File: src/rtl/jr_pkg.sv
package jr_pkg;

    typedef enum logic [3:0] {
        JC_ALWAYS = 4'h0,
        JC_EQ     = 4'h1,
        JC_UGT    = 4'h2,
        JC_UGE    = 4'h3,
        JC_ANY    = 4'h4,
        JC_NE     = 4'h5,
        JC_SGT    = 4'h6,
        JC_SGE    = 4'h7,
        JC_CALL   = 4'h8,
        JC_RET    = 4'h9,
        JC_ULT    = 4'hA,
        JC_ULE    = 4'hB,
        JC_SLT    = 4'hC,
        JC_SLE    = 4'hD,
        JC_RSV_E  = 4'hE,
        JC_RSV_F  = 4'hF
    } jcode_e;

    localparam logic [2:0] CLS_WIDE   = 3'd5;
    localparam logic [2:0] CLS_NARROW = 3'd6;

endpackage

File: src/rtl/jr_operand.sv
module jr_operand #(
    parameter int DATA_W   = 64,
    parameter int NARROW_W = 32,
    parameter int IMM_W    = 32
) (
    input  logic [DATA_W-1:0] dst_i,
    input  logic [DATA_W-1:0] src_i,
    input  logic [IMM_W-1:0]  imm_i,
    input  logic              use_reg_i,
    input  logic              narrow_i,
    output logic [DATA_W-1:0] ua_o,
    output logic [DATA_W-1:0] ub_o,
    output logic [DATA_W-1:0] sa_o,
    output logic [DATA_W-1:0] sb_o
);
    localparam int IMM_EXT = DATA_W - IMM_W;
    localparam int NAR_EXT = DATA_W - NARROW_W;

    logic [DATA_W-1:0] b_full;

    always_comb begin
        if (use_reg_i) b_full = src_i;
        else           b_full = {{IMM_EXT{imm_i[IMM_W-1]}}, imm_i};
    end

    generate
        if (NAR_EXT > 0) begin : g_narrow
            always_comb begin
                if (narrow_i) begin
                    ua_o = {{NAR_EXT{1'b0}}, dst_i[NARROW_W-1:0]};
                    ub_o = {{NAR_EXT{1'b0}}, b_full[NARROW_W-1:0]};
                    sa_o = {{NAR_EXT{dst_i[NARROW_W-1]}}, dst_i[NARROW_W-1:0]};
                    sb_o = {{NAR_EXT{b_full[NARROW_W-1]}}, b_full[NARROW_W-1:0]};
                end else begin
                    ua_o = dst_i;
                    ub_o = b_full;
                    sa_o = dst_i;
                    sb_o = b_full;
                end
            end
        end else begin : g_flat
            always_comb begin
                ua_o = dst_i;
                ub_o = b_full;
                sa_o = dst_i;
                sb_o = b_full;
            end
        end
    endgenerate
endmodule

File: src/rtl/jr_cond.sv
module jr_cond #(
    parameter int DATA_W = 64
) (
    input  jr_pkg::jcode_e    code_i,
    input  logic [DATA_W-1:0] ua_i,
    input  logic [DATA_W-1:0] ub_i,
    input  logic [DATA_W-1:0] sa_i,
    input  logic [DATA_W-1:0] sb_i,
    output logic              hit_o
);
    import jr_pkg::*;

    logic eq, ult, slt;

    always_comb begin
        eq  = (ua_i == ub_i);
        ult = (ua_i < ub_i);
        slt = ($signed(sa_i) < $signed(sb_i));
        unique case (code_i)
            JC_EQ:   hit_o = eq;
            JC_NE:   hit_o = !eq;
            JC_UGT:  hit_o = !ult && !eq;
            JC_UGE:  hit_o = !ult;
            JC_ULT:  hit_o = ult;
            JC_ULE:  hit_o = ult || eq;
            JC_SGT:  hit_o = !slt && !eq;
            JC_SGE:  hit_o = !slt;
            JC_SLT:  hit_o = slt;
            JC_SLE:  hit_o = slt || eq;
            JC_ANY:  hit_o = |(ua_i & ub_i);
            default: hit_o = 1'b0;
        endcase
    end
endmodule

File: src/rtl/jr_target.sv
module jr_target #(
    parameter int PC_W  = 32,
    parameter int OFF_W = 16
) (
    input  logic [PC_W-1:0]  pc_i,
    input  logic [OFF_W-1:0] off_i,
    output logic [PC_W-1:0]  pc_seq_o,
    output logic [PC_W-1:0]  pc_jump_o
);
    localparam int OFF_EXT = PC_W - OFF_W;

    logic [PC_W-1:0] off_ext;

    generate
        if (OFF_EXT > 0) begin : g_ext
            assign off_ext = {{OFF_EXT{off_i[OFF_W-1]}}, off_i};
        end else begin : g_trunc
            assign off_ext = off_i[PC_W-1:0];
        end
    endgenerate

    always_comb begin
        pc_seq_o  = pc_i + PC_W'(1);
        pc_jump_o = pc_seq_o + off_ext;
    end
endmodule

File: src/rtl/jump_resolver.sv
module jump_resolver #(
    parameter int DATA_W   = 64,
    parameter int NARROW_W = 32,
    parameter int IMM_W    = 32,
    parameter int OFF_W    = 16,
    parameter int PC_W     = 32
) (
    input  logic              clk,
    input  logic              rst_n,
    input  logic [7:0]        opcode_i,
    input  logic [DATA_W-1:0] dst_val_i,
    input  logic [DATA_W-1:0] src_val_i,
    input  logic [IMM_W-1:0]  imm_i,
    input  logic [OFF_W-1:0]  off_i,
    input  logic [PC_W-1:0]   pc_i,
    output logic              taken_o,
    output logic [PC_W-1:0]   next_pc_o,
    output logic              call_o,
    output logic              exit_o,
    output logic              illegal_o
);
    import jr_pkg::*;

    typedef struct packed {
        logic            taken;
        logic [PC_W-1:0] npc;
        logic            call;
        logic            ret;
        logic            ill;
    } res_t;

    res_t res_d, res_q;

    logic [2:0]        cls;
    jcode_e            code;
    logic              wide, narrow;
    logic [DATA_W-1:0] ua, ub, sa, sb;
    logic              hit;
    logic [PC_W-1:0]   pc_seq, pc_jump;

    assign cls    = opcode_i[2:0];
    assign code   = jcode_e'(opcode_i[7:4]);
    assign wide   = (cls == CLS_WIDE);
    assign narrow = (cls == CLS_NARROW);

    jr_operand #(.DATA_W(DATA_W), .NARROW_W(NARROW_W), .IMM_W(IMM_W)) u_opnd (
        .dst_i     (dst_val_i),
        .src_i     (src_val_i),
        .imm_i     (imm_i),
        .use_reg_i (opcode_i[3]),
        .narrow_i  (narrow),
        .ua_o      (ua),
        .ub_o      (ub),
        .sa_o      (sa),
        .sb_o      (sb)
    );

    jr_cond #(.DATA_W(DATA_W)) u_cond (
        .code_i (code),
        .ua_i   (ua),
        .ub_i   (ub),
        .sa_i   (sa),
        .sb_i   (sb),
        .hit_o  (hit)
    );

    jr_target #(.PC_W(PC_W), .OFF_W(OFF_W)) u_tgt (
        .pc_i      (pc_i),
        .off_i     (off_i),
        .pc_seq_o  (pc_seq),
        .pc_jump_o (pc_jump)
    );

    always_comb begin
        res_d     = '0;
        res_d.npc = pc_seq;
        if (!(wide || narrow)) begin
            res_d.ill = 1'b1;
        end else begin
            case (code)
                JC_ALWAYS: begin
                    if (wide) res_d.taken = 1'b1;
                    else      res_d.ill   = 1'b1;
                end
                JC_CALL:  res_d.call = 1'b1;
                JC_RET: begin
                    if (wide) res_d.ret = 1'b1;
                    else      res_d.ill = 1'b1;
                end
                JC_RSV_E, JC_RSV_F: res_d.ill = 1'b1;
                default:  res_d.taken = hit;
            endcase
        end
        if (res_d.taken) res_d.npc = pc_jump;
    end

    always_ff @(posedge clk) begin
        if (!rst_n) res_q <= '0;
        else        res_q <= res_d;
    end

    assign taken_o   = res_q.taken;
    assign next_pc_o = res_q.npc;
    assign call_o    = res_q.call;
    assign exit_o    = res_q.ret;
    assign illegal_o = res_q.ill;


    illegal_quiet_chk: assert property (@(posedge clk) disable iff (!rst_n)
        illegal_o |-> (!taken_o && !call_o && !exit_o));


    request_untaken_chk: assert property (@(posedge clk) disable iff (!rst_n)
        (call_o || exit_o) |-> (!taken_o && !(call_o && exit_o)));


    seq_pc_chk: assert property (@(posedge clk) disable iff (!rst_n)
        ($past(rst_n) && !taken_o) |-> (next_pc_o == PC_W'($past(pc_i) + PC_W'(1))));


    ja_taken_chk: assert property (@(posedge clk) disable iff (!rst_n)
        ($past(rst_n) && $past(opcode_i[2:0]) == 3'd5 && $past(opcode_i[7:4]) == 4'h0)
        |-> taken_o);


    narrow_ja_chk: assert property (@(posedge clk) disable iff (!rst_n)
        ($past(rst_n) && $past(opcode_i[2:0]) == 3'd6 && $past(opcode_i[7:4]) == 4'h0)
        |-> illegal_o);


    reset_clear_chk: assert property (@(posedge clk)
        $past(!rst_n) |-> (!taken_o && !call_o && !exit_o && !illegal_o));
endmodule

File: config.mk
export PLATFORM = sky130hd
export DESIGN_NAME = jump_resolver
export DESIGN_NICKNAME = d
export VERILOG_FILES = /design/src/rtl/jr_pkg.sv /design/src/rtl/jr_operand.sv /design/src/rtl/jr_cond.sv /design/src/rtl/jr_target.sv /design/src/rtl/jump_resolver.sv
export SDC_FILE = /design/constraint.sdc
export NUM_CORES = 1
export LEC_CHECK = 0
export ABC_AREA = 1
export CORE_MARGIN = 4
export CORE_UTILIZATION = 39
export CTS_CLUSTER_SIZE = 20
export DETAILED_ROUTE_END_ITERATION = 10
export PLACE_DENSITY = 0.71
export SKIP_LAST_GASP = 1
export SLEW_MARGIN = 10
export SYNTH_ARGS = -nofsm -noshare
export SYNTH_HDL_FRONTEND = slang
export SYNTH_SLANG_ARGS = --single-unit
File: constraint.sdc
create_clock -name clk -period 4.6 [get_ports clk]
set_input_delay 0.69 -clock clk [delete_from_list [all_inputs] [get_ports clk]]
set_output_delay 0.69 -clock clk [all_outputs]
set_load 0.02 [all_outputs]
# ---- Word level (Yosys, flattened, before mapping)
# Index checks and enable logic that the tools add are counted.
dict set report op_classes {
  addsub 2
  order_cmp 2
  eq_ne 18
  mux 14
  bitwise_logic 1
  reduce_logical 15
}
# cell count
set op_table {}
lappend op_table {{$mux 64} 5}
lappend op_table {{$lt 64x64->1} 2}
lappend op_table {{$and 64x64->64} 1}
lappend op_table {{$eq 64x64->1} 1}
lappend op_table {{$reduce_or 64->1} 1}
lappend op_table {{$add 32x1->32 const B} 1}
lappend op_table {{$add 32x32->32} 1}
lappend op_table {{$eq 4x4->1 const B} 8}
lappend op_table {{$mux 32} 1}
lappend op_table {{$eq 4x3->1 const B} 4}
lappend op_table {{$pmux 1 s11} 1}
lappend op_table {{$eq 4x2->1 const B} 2}
lappend op_table {{$eq 3x3->1 const B} 2}
lappend op_table {{$mux 1} 5}
lappend op_table {{$eq 4x1->1 const B} 1}
lappend op_table {{$logic_not 4->1} 1}
lappend op_table {{$pmux 1 s2} 2}
lappend op_table {{$reduce_or 2->1} 2}
lappend op_table {{$reduce_or 4->1} 1}
lappend op_table {{$logic_not 1->1} 3}
lappend op_table {{$logic_or 1x1->1} 3}
lappend op_table {{$reduce_and 3->1} 1}
lappend op_table {{$logic_and 1x1->1} 2}
lappend op_table {{$reduce_and 2->1} 1}
dict set report totals {
  ff_bits 36
  input_bits 218
  output_inout_bits 36
  wordCells 57
}

# ---- Depth between registers and ports, before layout
dict set report depth {
  depth_word 9
  ltp_mapped 29
  ltp_nobuf 27
}

# ---- Hierarchy
# Synthesis repeated with hierarchy kept, for this count alone.
dict set report unflattened {
  hier_cells 1979
  area_unflattened_um2 11551.1
}
# module n_inst cells_each area_each_um2 seq_area_each_um2
set by_module_without_submodules {}
lappend by_module_without_submodules {jr_cond 1 692 4543.1 0.0}
lappend by_module_without_submodules {jr_target 1 565 2937.8 0.0}
lappend by_module_without_submodules {jr_operand 1 481 2293.4 0.0}
lappend by_module_without_submodules {jump_resolver 1 241 1776.7 720.7}

# ---- Worst setup path after synthesis
# Ideal clock, no wire load.
dict set report synth_path {
  path_kind {input -> register}
  startpoint {in opcode_i[1]}
  endpoint {reg res_q, in the netlist next_pc_o[31]}
  setup_ns 0.115
  t_arrival_ns 3.656
  t_required_ns 4.485
  path_slack_ns 0.829
  stages 28
  n_path_buf 3
  cell_sequence {inv_1 > nor3_1 > inv_1 > nor2_1 > inv_1 > clkbuf_1 > nand2_1 > inv_1 > ha_1 > nand2_1 > nor2_1 > nand2_1 > nor2_1 > nand3_1 > nor2_1 > nand2_1 > nand2_1 > nand2_1 > nand2_1 > nor2_1 > nor2_1 > nand3_1 > nand2_1 > buf_6 > buf_6 > nand3_1 > nand2_1 > nor2_1}
}
dict set report synth_between {
  elab_chain_len 9
  word_cells_on_any_way 24
}
# element line
set synth_rtl {}
lappend synth_rtl {{from (decl)} jump_resolver.sv:10} ;# input logic [7:0] opcode_i,
lappend synth_rtl {{$eq 3x3->1} jump_resolver.sv:44} ;# assign narrow = (cls == CLS_NARROW);
lappend synth_rtl {{$mux 64} jr_operand.sv:29} ;# if (narrow_i) begin
lappend synth_rtl {{$lt 64x64->1 (tied with other cells)} jr_cond.sv:18} ;# slt = ($signed(sa_i) < $signed(sb_i));
lappend synth_rtl {{$logic_not 1->1, on equally long branches} --}
lappend synth_rtl {{$logic_and 1x1->1, on equally long branches} {jr_cond.sv:26, jr_cond.sv:22}}
lappend synth_rtl {{$pmux 1 s11} jr_cond.sv:19} ;# unique case (code_i)
lappend synth_rtl {{$pmux 1 s2} jump_resolver.sv:80} ;# case (code)
lappend synth_rtl {{$mux 1 *} jump_resolver.sv:77} ;# if (!(wide || narrow)) begin
lappend synth_rtl {{$mux 32 *} jump_resolver.sv:94} ;# if (res_d.taken) res_d.npc = pc_jump;
lappend synth_rtl {{to (signal assigned)} jump_resolver.sv:99} ;# else res_q <= res_d;
lappend synth_rtl {{to (decl)} jump_resolver.sv:32} ;# res_t res_d, res_q;
# Every way passes the cells marked *; elsewhere a longest branch is shown, timed or not.
# A chain may end at the register's enable or synchronous reset.

# ---- Final worst setup path
dict set report layout_path {
  startpoint {in pc_i[1]}
  endpoint {reg res_q, in the netlist next_pc_o[31]}
}
dict set report layout_between {
  elab_chain_len 3
}
# element line
set layout_rtl {}
lappend layout_rtl {{from (decl)} jump_resolver.sv:15} ;# input logic [PC_W-1:0] pc_i,
lappend layout_rtl {{$add 32x1->32 *} jr_target.sv:23} ;# pc_seq_o = pc_i + PC_W'(1);
lappend layout_rtl {{$add 32x32->32} jr_target.sv:24} ;# pc_jump_o = pc_seq_o + off_ext;
lappend layout_rtl {{$mux 32 *} jump_resolver.sv:94}
# Marked as above.

==> results.sh <==
export IMPL_chipHeight_um=158
export IMPL_antenna_found_initial=0
export IMPL_seq_area_um2=721
export IMPL_internal_power_mw=1.07
export IMPL_synth_async_reset_ratio_pct=0
export IMPL_ioPinCount=254
export IMPL_relSlewSlack_pct=42.0
export IMPL_switching_share_pct=42.1
export IMPL_p_leak_nw=6.23
export IMPL_slowest_stage="clkdlybuf4s50_1"
export IMPL_worst_setup_path_end_kind="flop"
export IMPL_cp_required_ps=4790
export IMPL_worstSetupPathType="in2reg"
export IMPL_p_comb_share_pct=62.2
export IMPL_cts_tree="built"
export IMPL_pwr_share_seq_pct=18.7
export IMPL_drtAntennaViolNets=0
export IMPL_synth_top_area_share_pct=27.4
export IMPL_cts_sinks=36
export IMPL_dr_pass1_iters=6
export IMPL_wl_per_cell_um=14.3
export IMPL_dp_hpwl_um=24500
export IMPL_syn_avg_cell_area_um2=6.05
export IMPL_grt_pass1_vias=9595
export IMPL_drcViolationCount=0
export IMPL_hold_buffers=0
export IMPL_synth_top_cell_by_area="ha_1"
export IMPL_synth_commonest_cells="nand2_1, inv_1, nor2_1, ha_1, a21oi_1"
export IMPL_dieArea_mm2=0.0250
export IMPL_syn_num_nets=1861
export IMPL_power_mw=1.85
export IMPL_peakVddDrop_mv=0.123
export IMPL_drv_slew=0
export IMPL_synth_warnings=0
export IMPL_wirelength_um=28200
export IMPL_synthCells=1450
export IMPL_grt_max_degree=58
export IMPL_final_nets=2110
export IMPL_pre_cts_ws_ps=-18.2
export IMPL_clockBufferDepth=2
export IMPL_numCtsBuffers=5
export IMPL_synth_edff_count=0
export IMPL_critPathLaunchType="input port"
export IMPL_nFillCells=2199
export IMPL_placed_cell_area_mm2=0.0118
export IMPL_grt_pass1_wl_um=44900
export IMPL_outcome="finished, final reports clean"
export IMPL_clkTransAtPathRegs_ps=60
export IMPL_fin_ws_ps=308
export IMPL_viasPerCell=4.96
export IMPL_grt_overflow=0
export IMPL_post_route_min_period_ps=4290
export IMPL_synth_cell_types=38
export IMPL_vias=9814
export IMPL_synth_most_common_cell="nand2_1"
export IMPL_ys_flop_type="dfxtp_1"
export IMPL_grt_usage_pct=21.9
export IMPL_multiInputGateArea_mm2=0.00707
export IMPL_timing_final_crit_share_pct=93.3
export IMPL_io_buffer_count=253
export IMPL_hp_class="in2reg"
export IMPL_synth_area_mm2=0.00878
export IMPL_setup_viol=0
export IMPL_clock_power_share_pct=19.2
export IMPL_cpMostUsedCell="nand2_1"
export IMPL_final_instance_count_excl_fill=1980
export IMPL_drv_cap=0
export IMPL_rows=54
export IMPL_die_w_um=158
export IMPL_drt_iter0_markers=489
export IMPL_drive_gt1_share_pct=6.47
export IMPL_finalSetupTns_ps=0
export IMPL_powerDensity_mw_per_mm2=154
export IMPL_core_area_mm2=0.0220
export IMPL_hold_violations=0
export IMPL_fmax_mhz=233
export IMPL_critical_path_max_fanout=4
export IMPL_ys_ff_latch=36
export IMPL_synth_area_top_cells="ha_1, nand2_1, inv_1, nor2_1, dfxtp_1"
export IMPL_globalplace_congestion=0.957
export IMPL_diodes=0
export IMPL_start_util_pct=40.0
export IMPL_ys_seq_area_share_pct=8.21
export IMPL_cts_htree_levels=2
export IMPL_syn2layout_area_growth_pct=36.2
export IMPL_power_switching_mw=0.777
export IMPL_arrival_ps=4480
export IMPL_tightest_slew_ps=868
export IMPL_cts_root_buffer="clkbuf_16"
export IMPL_design_area_mm2=0.0120
export IMPL_dp_cells=1972
export IMPL_cp_slowest_stage_delay_ps=510
-- worst paths after layout --
| kind | startpoint | endpoint | slack, ps | cells after the start |
|---|---|---|---|---|
| worst max-delay path | pc_i[1] | next_pc_o[31] | 310 | 25 |
| worst min-delay path | pc_i[0] | next_pc_o[0] | 820 | 4 |
-- sequential cells by signal, indices dropped and copies added, names as in the netlist --
register and cells:
call_o 1, illegal_o 1, next_pc_o 32, exit_o 1
taken_o 1
-- power groups by stage --
| stage | sequential [mW] | clock [mW] | combinational [mW] |
|---|---|---|---|
| 5_1_grt | 0.346 | 0.368 | 1.30 |
| 3_5_place_dp | 0.352 | 0 | 1.14 |
| 2_1_floorplan | 0.383 | 0 | 0.653 |
| 4_1_cts | 0.345 | 0.362 | 1.14 |
| 3_3_place_gp | 0.352 | 0 | 1.12 |
| 6_report | 0.345 | 0.354 | 1.15 |
-- placed cells by master, fill, tap and decap left out, types with 4 or more instances in the layout --
cell / synthesis / final
clkdlybuf4s50_1: 0 / 252
a21o_1: 7 / 7
inv_1: 225 / 225
xnor2_1: 10 / 10
clkbuf_16: 0 / 5
a21oi_1: 120 / 119
xor2_1: 38 / 38
o21ai_0: 112 / 112
nand4_1: 20 / 20
nand2_1: 272 / 269
buf_4: 0 / 26
nor2_2: 3 / 5
buf_12: 0 / 5
o21a_1: 6 / 6
nor4_1: 12 / 9
ha_1: 192 / 191
dfxtp_1: 36 / 36
nor3_2: 4 / 5
nor3_1: 15 / 14
or2_2: 48 / 48
a21boi_0: 4 / 4
nor2_1: 197 / 195
nand3_1: 68 / 67
-- per-layer routing --
metal | GRT usage, % | routed length (µm)
met5 | 0 | 0
met4 | 4.02 | 408
met2 | 40.7 | 13900
met1 | 26.5 | 12200
met3 | 3.66 | 1720
-- critical path: cells and delay by family --
family / cells / cell delay [ps]
simple gates: 15 / 1870
buf+inv: 5 / 860
fa+ha+maj: 2 / 550
compound gates: 2 / 290
xor+xnor: 1 / 210
-- per-stage QoR --
step / hold WS [ps] / utilization, %
3_3_place_gp: 1410 / 53.5
4_1_cts: 1130 / 54.2
3_5_place_dp: 1420 / 53.5
5_1_grt: 842 / 54.5
6_report: 817 / 54.5
2_1_floorplan: 858 / -
-- what timing repair did --
action	4_1_cts	5_1_grt
resized for setup	0	12
setup buffers	0	0
endpoints found under the hold margin	0	0
endpoints found under the setup margin	0	7
-- final cells by class --
cell class	instances	share of cell area (%)
clock inverter	3	0.157
clock buffer	5	1.05
timing repair buffer	284	23.7
inverter	226	7.09
multi-input combinational	1146	59.1
tap	280	2.93
sequential	36	6.03
-- cells by family (layout without fill, tap and decap cells) --
logic type	count (synthesis)	count (layout)	synth area share, %
adder cells (fa/ha/maj)	193	193	27.6
buffers and inverters	268	518	12.1
flip-flops	36	36	8.21
XOR/XNOR	48	48	4.79
AO/OA/AOI/OAI	258	258	15.4
AND/OR/NAND/NOR	647	647	32.0
(Power assumes the default switching activity.)
